## src/rtl/nrf_pkg.sv

```systemverilog
package nrf_pkg;
  parameter int unsigned NRF_NIB_W    = 4;
  parameter int unsigned NRF_NUM_REGS = 16;
endpackage

```

## src/rtl/nrf_wr_dec.sv

```systemverilog
module nrf_wr_dec #(
  parameter int unsigned NUM_REGS = 16,
  localparam int unsigned IDX_W   = $clog2(NUM_REGS),
  localparam int unsigned PIDX_W  = IDX_W - 1
) (
  input  logic                nib_we_i,
  input  logic [IDX_W-1:0]    nib_idx_i,
  input  logic                pair_we_i,
  input  logic [PIDX_W-1:0]   pair_idx_i,
  output logic [NUM_REGS-1:0] nib_hit_o,
  output logic [NUM_REGS-1:0] pair_hit_o
);
  for (genvar k = 0; k < NUM_REGS; k++) begin : g_dec
    localparam logic [IDX_W-1:0]  KI = IDX_W'(k);
    localparam logic [PIDX_W-1:0] KP = PIDX_W'(k / 2);
    assign pair_hit_o[k] = pair_we_i && (pair_idx_i == KP);
    // pair port owns the register on collision
    assign nib_hit_o[k]  = nib_we_i && (nib_idx_i == KI) && !pair_hit_o[k];
  end
endmodule

```

## src/rtl/nrf_cell.sv

```systemverilog
module nrf_cell #(
  parameter int unsigned W = 4
) (
  input  logic         clk_i,
  input  logic         rst_ni,
  input  logic         nib_en_i,
  input  logic [W-1:0] nib_d_i,
  input  logic         pair_en_i,
  input  logic [W-1:0] pair_d_i,
  output logic [W-1:0] q_o
);
  always_ff @(posedge clk_i or negedge rst_ni) begin
    if (!rst_ni)        q_o <= '0;
    else if (pair_en_i) q_o <= pair_d_i;
    else if (nib_en_i)  q_o <= nib_d_i;
  end
endmodule

```

## src/rtl/nrf_rd_mux.sv

```systemverilog
module nrf_rd_mux #(
  parameter int unsigned W        = 4,
  parameter int unsigned NUM_REGS = 16,
  localparam int unsigned IDX_W   = $clog2(NUM_REGS),
  localparam int unsigned PIDX_W  = IDX_W - 1
) (
  input  logic [NUM_REGS*W-1:0] regs_i,
  input  logic [IDX_W-1:0]      nib_idx_i,
  input  logic [PIDX_W-1:0]     pair_idx_i,
  output logic [W-1:0]          nib_rdata_o,
  output logic [2*W-1:0]        pair_rdata_o
);
  logic [IDX_W-1:0] even_idx, odd_idx;

  assign even_idx = {pair_idx_i, 1'b0};
  assign odd_idx  = {pair_idx_i, 1'b1};

  assign nib_rdata_o  = regs_i[nib_idx_i*W +: W];
  assign pair_rdata_o = {regs_i[even_idx*W +: W], regs_i[odd_idx*W +: W]};
endmodule

```

## src/rtl/nibble_pair_rf.sv

```systemverilog
module nibble_pair_rf
  import nrf_pkg::*;
#(
  parameter int unsigned NIB_W    = NRF_NIB_W,
  parameter int unsigned NUM_REGS = NRF_NUM_REGS,
  localparam int unsigned IDX_W   = $clog2(NUM_REGS),
  localparam int unsigned PIDX_W  = IDX_W - 1,
  localparam int unsigned PAIR_W  = 2 * NIB_W
) (
  input  logic              clk_i,
  input  logic              rst_ni,
  input  logic              nib_we_i,
  input  logic [IDX_W-1:0]  nib_idx_i,
  input  logic [NIB_W-1:0]  nib_wdata_i,
  output logic [NIB_W-1:0]  nib_rdata_o,
  input  logic              pair_we_i,
  input  logic [PIDX_W-1:0] pair_idx_i,
  input  logic [PAIR_W-1:0] pair_wdata_i,
  output logic [PAIR_W-1:0] pair_rdata_o
);
  logic [NUM_REGS-1:0]       nib_hit, pair_hit;
  logic [NUM_REGS*NIB_W-1:0] regs_flat;

  nrf_wr_dec #(.NUM_REGS(NUM_REGS)) i_dec (
    .nib_we_i   (nib_we_i),
    .nib_idx_i  (nib_idx_i),
    .pair_we_i  (pair_we_i),
    .pair_idx_i (pair_idx_i),
    .nib_hit_o  (nib_hit),
    .pair_hit_o (pair_hit)
  );

  for (genvar k = 0; k < NUM_REGS; k++) begin : g_reg
    // even register takes the high half of pair data
    localparam int unsigned LO = (k % 2 == 0) ? NIB_W : 0;
    nrf_cell #(.W(NIB_W)) i_cell (
      .clk_i     (clk_i),
      .rst_ni    (rst_ni),
      .nib_en_i  (nib_hit[k]),
      .nib_d_i   (nib_wdata_i),
      .pair_en_i (pair_hit[k]),
      .pair_d_i  (pair_wdata_i[LO +: NIB_W]),
      .q_o       (regs_flat[k*NIB_W +: NIB_W])
    );
  end

  nrf_rd_mux #(.W(NIB_W), .NUM_REGS(NUM_REGS)) i_rd (
    .regs_i       (regs_flat),
    .nib_idx_i    (nib_idx_i),
    .pair_idx_i   (pair_idx_i),
    .nib_rdata_o  (nib_rdata_o),
    .pair_rdata_o (pair_rdata_o)
  );
endmodule

```

## config.mk

```make
export PLATFORM = sky130hd
export DESIGN_NAME = nibble_pair_rf
export DESIGN_NICKNAME = d
export VERILOG_FILES = /design/src/rtl/nrf_pkg.sv /design/src/rtl/nrf_wr_dec.sv /design/src/rtl/nrf_cell.sv /design/src/rtl/nrf_rd_mux.sv /design/src/rtl/nibble_pair_rf.sv
export SDC_FILE = /design/constraint.sdc
export NUM_CORES = 1
export LEC_CHECK = 0
export ABC_AREA = 1
export BUFFER_PORTS_ARGS = -buffer_cell sky130_fd_sc_hd__buf_4
export CORE_MARGIN = 5
export CORE_UTILIZATION = 58
export DETAILED_ROUTE_END_ITERATION = 10
export PLACE_DENSITY = 0.78
export SLEW_MARGIN = 10
export SYNTH_ARGS = -nofsm -noshare
export SYNTH_HDL_FRONTEND = slang
export SYNTH_SLANG_ARGS = --single-unit
```

## constraint.sdc

```tcl
create_clock -name clk_i -period 2.2 [get_ports clk_i]
set_input_delay 0.44 -clock clk_i [delete_from_list [all_inputs] [get_ports clk_i]]
set_output_delay 0.44 -clock clk_i [all_outputs]
set_load 0.05 [all_outputs]
```

# Yosys cells after proc, flatten, opt, wreduce, memory -nomap -nowiden
# Index checks and enable logic that the tools add are counted.
[classes]
n_shift = 3
reduce_logical = 66
eq_ne = 22
n_mux = 32
[ops]
columns = ["operator", "count"]
rows = [
  ["$shiftx A64 B7 Y4", 3],
  ["$mux W4", 32],
  ["$logic_and A1 B1 Y1", 40],
  ["$eq A4 B4 Y1 const B", 8],
  ["$reduce_bool A2 Y1", 16],
  ["$eq A4 B3 Y1 const B", 4],
  ["$eq A3 B3 Y1 const B", 4],
  ["$eq A4 B2 Y1 const B", 2],
  ["$logic_not A1 Y1", 8],
  ["$eq A3 B2 Y1 const B", 2],
  ["$eq A4 B1 Y1 const B", 1],
  ["$logic_not A4 Y1", 1],
  ["$eq A3 B1 Y1 const B", 1],
  ["$logic_not A3 Y1", 1],
]
[word_totals]
out_inout_bits = 12
elab_cells = 139
regBits = 64

# Depth between registers and ports, before layout
# Gate-level depths: netlist of run 1.
[depth]
word_depth = 6
ltp_mapped = 11

# Hierarchy
# A second synthesis of run 1 with hierarchy kept.
[unflattened]
cells_unflattened = 742
area_unflattened_um2 = 4633.2
[by_module_without_submodules]
columns = ["mod", "n_inst", "cells_per_inst", "area_per_inst_um2"]
rows = [
  ["nrf_cell", 16, 22, 177.7],
  ["nrf_rd_mux", 1, 313, 1445.1],
  ["nrf_wr_dec", 1, 77, 345.3],
]

# Worst setup path after synthesis of run 1
# No wires, ideal clock.
[synth_timing]
kind = "input to output"
start = "input nib_idx_i[1]"
end = "output nib_rdata_o[1]"
path_slack_ns = 0.188
arrival_ns = 1.572
required_time_ns = 1.760
cell_stages = 9
path_cell_list = "buf_2 inv_2 clkbuf_1 nand2_1 nand2_1 nand2_1 nand2_1 inv_1 nand2_1"
[synth_via]
elab_chain_len = 1
[synth_lines]
columns = ["element", "line", "rtl"]
rows = [
  ["start, declared", "nibble_pair_rf.sv:13", "input logic [IDX_W-1:0] nib_idx_i,"],
  ["$shiftx A64 B7 Y4", "nrf_rd_mux.sv:18", "assign nib_rdata_o = regs_i[nib_idx_i*W +: W];"],
  ["end, declared", "nibble_pair_rf.sv:15", "output logic [NIB_W-1:0] nib_rdata_o,"],
]
# No other way between the ends.

# Worst setup path after layout of run 1
[layout_timing]
start = "input nib_idx_i[1]"
end = "output nib_rdata_o[3]"
# The elaborated chain is that of the path after synthesis.

==> results of run 1 <==
[metal layers]
metal / vias up / global-route usage [%] / routed length, µm
li1: 2339 / - / -
met3: 58 / 10.94 / 2468
met2: 358 / 48.67 / 6525
met4: 0 / 12.31 / 589
met1: 2274 / 46.39 / 6118
met5: - / 0 / 0
[Yosys cell counts]
cell type | n | area share [%]
nor2_2 | 2 | 0.28
nand3_2 | 2 | 0.46
nand2_1 | 430 | 37
buf_2 | 15 | 1.7
o21ai_0 | 2 | 0.23
clkbuf_1 | 8 | 0.68
nand4_1 | 16 | 2.3
inv_1 | 21 | 1.8
nor2_1 | 58 | 5.0
nor2_4 | 7 | 1.8
buf_6 | 4 | 1.0
dfrtp_1 | 64 | 36
inv_2 | 11 | 0.94
buf_4 | 3 | 0.51
nand3_1 | 70 | 8.0
a21oi_1 | 8 | 0.91
o21ai_1 | 8 | 0.91
nand2_2 | 2 | 0.28
[final cells by class]
cell class | count | area [µm²]
fillers | 689 | 2344
repair buffers | 53 | 473.0
multi-input cells | 605 | 2496
flip-flops and latches | 64 | 1602
clock buffers | 12 | 155.1
inverters | 32 | 120.1
well taps | 99 | 123.9
clock inverters | 3 | 17.52
[power groups by stage]
stage               logic, mW  registers [mW]  clock network [mW]
finish                   1.13            1.73               0.924
global route             1.25            1.74               0.982
CTS                      1.12            1.71               0.915
detailed placement       1.11            1.73                   0
global placement         1.09            1.72                   0
floorplan               0.788            1.59                   0
[worst min path at each step]
stage	startpoint	end	slack (ns)
floorplan	rst_ni	g_reg[0].i_cell.q_o[0]$_DFFE_PN0P_	0.14
global placement	rst_ni	g_reg[15].i_cell.q_o[1]$_DFFE_PN0P_	0.44
detailed placement	rst_ni	g_reg[15].i_cell.q_o[1]$_DFFE_PN0P_	0.45
CTS	rst_ni	g_reg[15].i_cell.q_o[1]$_DFFE_PN0P_	0.08
global route	rst_ni	g_reg[15].i_cell.q_o[0]$_DFFE_PN0P_	0.11
finish	rst_ni	g_reg[15].i_cell.q_o[1]$_DFFE_PN0P_	0.07
[worst max-delay path, cell delays in order]
cell and delay [ns]:
buf_4 0.20, inv_2 0.32, nand2_1 0.10, nand2_1 0.11
nand2_1 0.06, nand2_1 0.07, inv_1 0.05, nand2_1 0.05
buf_4 0.19
[logic make-up after synthesis]
logic type      after synthesis  share of synthesized area, %
simple gates                587                         54.80
buf+inv                      62                         6.669
compound gates               18                         2.052
flops                        64                         36.48
==> metrics, run 1 <==
Leakage Power=roughly 2.6 nW; antenna-violating nets left=0; RSZ-0062 raised after global routing=no; TritonRoute pass-1 iters=6; worst-case clock buffer depth=2; Final Instance Area=between 4000 and 5000 µm²; Final Hold Fails=0; Fmax achieved=492.0 MHz; Slew Limit Fails=0; CTS buffer count=9; cell count after placement=between 800 and 900; PwrDens=approximately 760 nW/µm²; grt ovf=0; number of synthesis warnings=0; post-synthesis sequential area ratio=a little over a third; hpwl dp=between 10 and 15 mm; R2R setup slack=approximately 1.4 ns; Setup Skew=0 ns; vias=5029; most frequent cells in the layout=430 x nand2_1, 70 x nand3_1, 64 x dfrtp_1, 58 x nor2_1, 47 x buf_4; slack of the critical path=between 0.15 and 0.2 ns; nets=788; WP data required=1.76 ns; largest net degree at the start of global routing=38; max FFs per register=64; core area=~7300 µm²; clk_lat worst skew=between 0.3 and 0.4 ns; io pins=35; critical path peak fanout=19; Max-Slew Margin vs Limit=approximately two thirds; DRC=0; HP Class=in -> async; Worst VDD drop=0.4967 mV; min Tclk post-route=2.033 ns; commonest non-fill, non-tap cell in the layout=nand2_1; via density per instance=between 5 and 6; final setup fails=0; Vert. Die Dim=97.01 µm; NetSw=approximately 1.5 mW; Seq cells post-synth=64; WL per Instance=between 15 and 20 µm; Setup TNS=0 ns; Synth Area per Inst=~6 µm²; mapped cell area=~4400 µm²; die area=between 9000 and 10000 µm²; Crit Path Class=in -> out; cell count of the worst reg-to-reg path=2; Seq pwr share=45.8%; top flop regs=g.i_cell.q_o x64; vias in the first global route=~4.6k; Setup WS pre-CTS=0.1846 ns; Slew @ Worst Pin=between 0.5 and 0.6 ns; CP Launch Point=nib_idx_i[1]; final worst-path cycle share=between 90% and 100%; # rows=31; gpl congestion=roughly 1; RR Endpoint=g_reg[6].i_cell.q_o[2]$_DFFE_PN0P_; Max-Cap Viols=0; startpoint types=input pin; CTS H-tree depth=3; Root Buffer=clkbuf_8; PostCTS Resize Cnt=0; Pint=2.274 mW; Finished Layout Cells=around 870; drt total wl=about 16 mm; Hold Slack=between 0.06 and 0.07 ns; Post-Synthesis Cells=~730; port bufs=34; Crit path arrival time=1.59 ns; Cell variety after synth=18; Clk pin slew, worst setup/hold paths=around 0.070 ns; antenna violations before repair=0; Gate power share=29.8%; Total Power=about 3.8 mW; crit path capture=nib_rdata_o[3]; sw frac=approximately two fifths; fin util=between 60% and 70%; worst flop-to-flop path startpoint=g_reg[6].i_cell.q_o[2]$_DFFE_PN0P_; DIE WIDTH=around 97 µm; Setup Buffers After CTS=0; syn_nets=between 700 and 800; initial core utilization=approximately 60%; cts hold-fix bufs=0; DR iter-0 viols=618; P&R area growth vs syn=13.59%; Reg with most FFs=g.i_cell.q_o; TritonCTS clock tree=built; CTS sink cnt=between 60 and 70; status=completed; ANT cells=0; area of placed instances=a little under 5000 µm²; Total Routing Usage GR=33.48%; share of layout cells above drive strength 1=roughly an eighth; clock power share=about a quarter; Crit. End Element=output pin; first-pass GRT wire length=about 25 mm
Power figures use the tool's default switching activity.
==> inputs of run 2 (changes only) <==
- RECOVER_POWER: unset -> 100
==> run 2 against run 1 <==
Compared with the run above:
- hold slack improved by 0.20 ns
- routed wire length fell by 0.23%
- sequential power barely moved
- critical endpoint unchanged
==> metrics, run 2 (synthesis gave the netlist of run 1 again) <==
worst-case clock buffer depth=2 (unchanged); area occupied by multi-input gates=2469 µm² (-1.1%); via density per instance=5.794 (unchanged); Slew Limit Fails=0 (unchanged); Crit path arrival time=1.65 ns (+0.06 ns); slowest cell on the critical path=inv_2; final setup fails=0 (unchanged); Worst VDD drop=0.4974 mV (+0.15%); register area=1602 µm² (unchanged); area of placed instances=4815 µm² (unchanged); Clk pin slew, worst setup/hold paths=0.07 ns (about the same); Buf+Inv Stages, Crit Path=4 (unchanged); DR iter-0 viols=688 (+11%); PwrDens=764.1 nW/µm² (+0.62%); CP top delay family=buffers and inverters; GRT busiest layer=met2; critical path peak fanout=19 (unchanged); HP Class=in -> async; commonest non-fill, non-tap cell in the layout=nand2_1; CTS buffer count=9 (unchanged); TritonCTS clock tree=built; CP cell instances=buf_4, inv_2, nand2_1, nand2_1, nand2_1, nand2_1, inv_1, nand2_1, buf_2; most frequent cells in the layout=431 x nand2_1, 70 x nand3_1, 64 x dfrtp_1, 62 x nor2_1, 31 x buf_4; initial core utilization=59.89% (unchanged); WP data required=1.76 ns (about the same); DRC=0 (unchanged); largest net degree at the start of global routing=38 (unchanged); P&R area growth vs syn=11.43%; Vert. Die Dim=97.01 µm (unchanged); antenna violations before repair=0 (unchanged); Final Instance Area=4892 µm² (-1.9%); Crit. End Element=output pin; Crit Path Class=in -> out; drt total wl=15.66 mm (-0.23%); Fmax achieved=478.6 MHz (-2.7%); gpl congestion=0.9987 (unchanged); ANT cells=0 (unchanged); vias in the first global route=4631 (unchanged); DIE WIDTH=97.01 µm (unchanged); TritonRoute pass-1 iters=5 (-1); Max-Cap Viols=0 (unchanged); Max-Slew Margin vs Limit=31.99% (-33 points); nets=788 (unchanged); Total Power=3.738 mW (-1.3%); Root Buffer=clkbuf_8; CTS H-tree depth=3 (unchanged); antenna-violating nets left=0 (unchanged); met1 usage=46.39% (unchanged); startpoint types=input pin; io pins=35 (unchanged); # rows=31 (unchanged); first-pass GRT wire length=24.72 mm (unchanged); vias=5029 (unchanged); Setup Skew=0 ns (unchanged); top flop regs=g.i_cell.q_o x64; max FFs per register=64 (unchanged); core area=7331 µm² (unchanged); Reg with most FFs=g.i_cell.q_o; fill cell count=702 (+1.9%); grt ovf=0 (unchanged); Total Routing Usage GR=33.48% (unchanged); final worst-path cycle share=94.98% (+2.6 points); Leakage Power=2.588 nW (-0.97%); PostCTS Resize Cnt=0 (unchanged); Slew @ Worst Pin=1.020 ns (+0.4959 ns); hpwl dp=11.44 mm (unchanged); RSZ-0062 raised after global routing=no; cts hold-fix bufs=0 (unchanged); CP peak stage delay=0.32 ns (about the same); WL per Instance=18.05 µm (-0.23%); Final Hold Fails=0 (unchanged); GR Layer Usage met3=10.94% (unchanged); status=completed; die area=9410 µm² (unchanged); Setup TNS=0 ns (unchanged); share of layout cells above drive strength 1=10.79% (-1.0 points); Setup Buffers After CTS=0 (unchanged); met2 Usage GRT=48.67% (unchanged); min Tclk post-route=2.089 ns (+0.05685 ns); clk_lat worst skew=0.34 ns (about the same); port bufs=34 (unchanged); most prevalent standard cell on the critical path=nand2_1; CTS sink cnt=64 (unchanged)
==> run 2: cell count changes in the layout (fill, tap and decap cells not counted), moves of 3 or more <==
cell,change
buf_4,-16
clkbuf_2,+12
nor2_1,+4
nor2_4,-3
o21ai_0,+3
o21ai_1,-3
==> run 2: layout make-up <==
class / instances / share of cell area [%]
Clock buffer: 12 / 3.171
Timing Repair Buffer: 53 / 8.286
Tap cell: 99 / 2.532
Inverter: 32 / 2.455
Sequential cell: 64 / 32.74
Multi-Input combinational cell: 605 / 50.46
Clock inverter: 3 / 0.3581
==> run 2: path summary, 6_finish.rpt <==
| check | slack [ns] | from | depth (start not counted) | endpoint |
|---|---|---|---|---|
| worst max-delay path | 0.11 | nib_idx_i[1] | 9 | nib_rdata_o[3] |
| worst min-delay path | 0.26 | rst_ni | 1 | g_reg[15].i_cell.q_o[0]$_DFFE_PN0P_ |
| worst max register to register | 1.42 | g_reg[6].i_cell.q_o[2]$_DFFE_PN0P_ | 2 | g_reg[6].i_cell.q_o[2]$_DFFE_PN0P_ |
| worst min register to register | 0.52 | g_reg[13].i_cell.q_o[1]$_DFFE_PN0P_ | 2 | g_reg[13].i_cell.q_o[1]$_DFFE_PN0P_ |
| max in group asynchronous | 0.63 | rst_ni | 2 | g_reg[7].i_cell.q_o[1]$_DFFE_PN0P_ |
| min in group clk_i | 0.36 | nib_wdata_i[3] | 3 | g_reg[5].i_cell.q_o[3]$_DFFE_PN0P_ |
==> run 2: power by group <==
group	total, mW	leakage [nW]	internal [mW]	switching (mW)
clock	0.917	0.0882	0.461	0.456
sequential	1.73	0.802	1.42	0.311
combinational	1.09	1.70	0.356	0.732
total	3.74	2.59	2.24	1.50
==> run 2: stage by stage <==
step	hold WS [ns]	cells	util (%)	worst slack (ns)
final	0.2637	868	66.73	0.1105
after global routing	0.3226	868	66.73	0.04439
after CTS	0.08078	868	68.03	0.1794
after detailed placement	0.4468	853	65.68	0.1846
after global placement	0.4448	853	65.68	0.2080
after floorplan	0.1444	731	-	0.1883
==> run 2: worst register-to-register path, stage by stage, from the launching register on <==
cell     delay (ns)
dfrtp_1        0.48
nand2_1        0.12
nand3_1        0.08
==> run 2: metal layers <==
layer	vias to the layer above	share of wire (%)
li1	2342	-
met3	53	15
met4	0	3.7
met2	357	42
met5	-	0
met1	2277	40
==> inputs of run 3 (changes only) <==
- CELL_PAD_IN_SITES_DETAIL_PLACEMENT: unset -> 1
- CELL_PAD_IN_SITES_GLOBAL_PLACEMENT: unset -> 1
- CORE_UTILIZATION: 58 -> 45
- PLACE_DENSITY: 0.78 -> unset
- PLACE_DENSITY_LB_ADDON: unset -> 0.1
==> run 3 against run 2 <==
Compared with the run above:
- setup slack worse by 0.013 ns
- die area is 26% higher
- clock skew is the same
- routed wire length is 16% higher
- power is 5.6% higher
- combinational power grew 5%
- final cell count rose by 4.4%
- register-to-register slack about the same
- flip-flop and latch count did not move
- first-iteration DRC count is 32% lower
- critical path depth shrank 1
- critical path type unchanged
- critical endpoint is now pair_rdata_o[6]
- largest cell class unchanged
==> metrics, run 3 (synthesis gave the netlist of run 1 again) <==
nets=791 (+0.38%); min Tclk post-route=2.102 ns (+0.01276 ns); Slew @ Worst Pin=1.426 ns (+0.4060 ns); CTS sink cnt=64 (unchanged); CTS H-tree depth=3 (unchanged); DR iter-0 viols=469 (-32%); hpwl dp=13.35 mm (+17%); ANT cells=0 (unchanged); antenna-violating nets left=0 (unchanged); most frequent cells in the layout=430 x nand2_1, 71 x nand3_1, 64 x dfrtp_1, 60 x nor2_1, 34 x buf_4; critical path peak fanout=17 (-2); first-pass GRT wire length=28.48 mm (+15%); slack of the critical path=0.09775 ns (-0.01276 ns); worst-case clock buffer depth=2 (unchanged); PwrDens=788.8 nW/µm² (+3.2%); core area=9639 µm² (+31%); Hold Slack=0.3510 ns (+0.08734 ns); Setup TNS=0 ns (unchanged); max FFs per register=64 (unchanged); Leakage Power=2.619 nW (+1.2%); Reg with most FFs=g.i_cell.q_o; via density per instance=5.675 (-2.0%); CTS buffer count=9 (unchanged); Setup WS pre-CTS=0.08584 ns (-0.09874 ns); status=completed; grt ovf=0 (unchanged); TritonRoute pass-1 iters=5 (unchanged); port bufs=34 (unchanged); io pins=35 (unchanged); final setup fails=0 (unchanged); Setup Skew=0 ns (unchanged); largest net degree at the start of global routing=43 (+13%); clk_lat worst skew=0.35 ns (about the same); RSZ-0062 raised after global routing=no; Fmax achieved=475.7 MHz (-0.61%); Crit. End Element=output pin; Crit Path Class=in -> out; # rows=36 (+16%); share of layout cells above drive strength 1=10.35% (-0.44 points); Max-Cap Viols=0 (unchanged); DRC=0 (unchanged); die area=11830 µm² (+26%); WL per Instance=20.09 µm (+11%); vias=5142 (+2.2%); antenna violations before repair=0 (unchanged); Max-Slew Margin vs Limit=4.922% (-27 points); Total Power=3.947 mW (+5.6%); Final Hold Fails=0 (unchanged); Slew Limit Fails=0 (unchanged); vias in the first global route=5112 (+10%); drt total wl=18.20 mm (+16%); HP Class=in -> reg; Total Routing Usage GR=32.41% (-1.1 points); Worst VDD drop=0.4994 mV (+0.40%); Clk pin slew, worst setup/hold paths=0.07 ns (about the same); DIE WIDTH=108.8 µm (+12%); startpoint types=input pin; Crit path arrival time=1.66 ns (about the same); final worst-path cycle share=95.56% (+0.58 points); WP data required=1.76 ns (about the same); P&R area growth vs syn=13.96%; gpl congestion=0.9536 (-4.5%); PostCTS Resize Cnt=0 (unchanged); initial core utilization=45.55% (-14 points); top flop regs=g.i_cell.q_o x64; Vert. Die Dim=108.8 µm (+12%); Root Buffer=clkbuf_8; commonest non-fill, non-tap cell in the layout=nand2_1; TritonCTS clock tree=built
[run 3: area by class of cell]
| class | instances | area [µm²] |
|---|---|---|
| multi-input combinational | 605 | 2471 |
| fill | 1400 | 4636 |
| timing repair buffer | 56 | 445.4 |
| sequential | 64 | 1602 |
| clock buffer | 13 | 158.9 |
| tap | 133 | 166.4 |
| clock inverter | 3 | 40.04 |
| inverter | 32 | 120.1 |
[run 3: worst paths after layout]
path,startpoint,endpoint,slack [ns],cells past startpoint
worst max register to register,g_reg[5].i_cell.q_o[3]$_DFFE_PN0P_,g_reg[5].i_cell.q_o[3]$_DFFE_PN0P_,1.43,2
worst max-delay path,pair_idx_i[1],pair_rdata_o[6],0.1,8
min in group asynchronous,rst_ni,g_reg[15].i_cell.q_o[1]$_DFFE_PN0P_,0.95,2
worst min register to register,g_reg[15].i_cell.q_o[2]$_DFFE_PN0P_,g_reg[15].i_cell.q_o[2]$_DFFE_PN0P_,0.52,2
max in group asynchronous,rst_ni,g_reg[7].i_cell.q_o[2]$_DFFE_PN0P_,0.34,3
worst min-delay path,nib_wdata_i[3],g_reg[4].i_cell.q_o[3]$_DFFE_PN0P_,0.35,3
[run 3: worst max-delay path, stage by stage]
cell	delay, ns
buf_4	0.13
inv_2	0.05
nor2_4	0.39
nand2_1	0.12
nand4_1	0.12
nand2_1	0.06
nand2_1	0.10
clkbuf_4	0.24
[run 3: stage by stage]
stage / instance area [µm²] / std cells / util, %
floorplan: 4390 / 731 / -
global placement: 4832 / 887 / 50.13
detailed placement: 4832 / 887 / 50.13
CTS: 5041 / 904 / 52.30
global route: 5004 / 906 / 51.91
finish: 5004 / 906 / 51.91
[run 3: power breakdown]
part | internal [mW] | switching [mW] | total (mW)
sequential | 1.42 | 0.315 | 1.74
clock | 0.583 | 0.485 | 1.07
combinational | 0.371 | 0.771 | 1.14
[run 3: repair_timing]
| item | CTS | global route |
|---|---|---|
| hold buffers | 1 | 0 |
| hold endpoints to repair | 22 | 0 |
| setup buffers | 0 | 2 |
| setup endpoints to repair | 0 | 2 |
[run 3: routing by layer]
layer	global-route usage [%]	wire [µm]
met5	0	0
met4	10.73	537
met3	7.519	1888
met2	49.56	7991
met1	45.31	7782
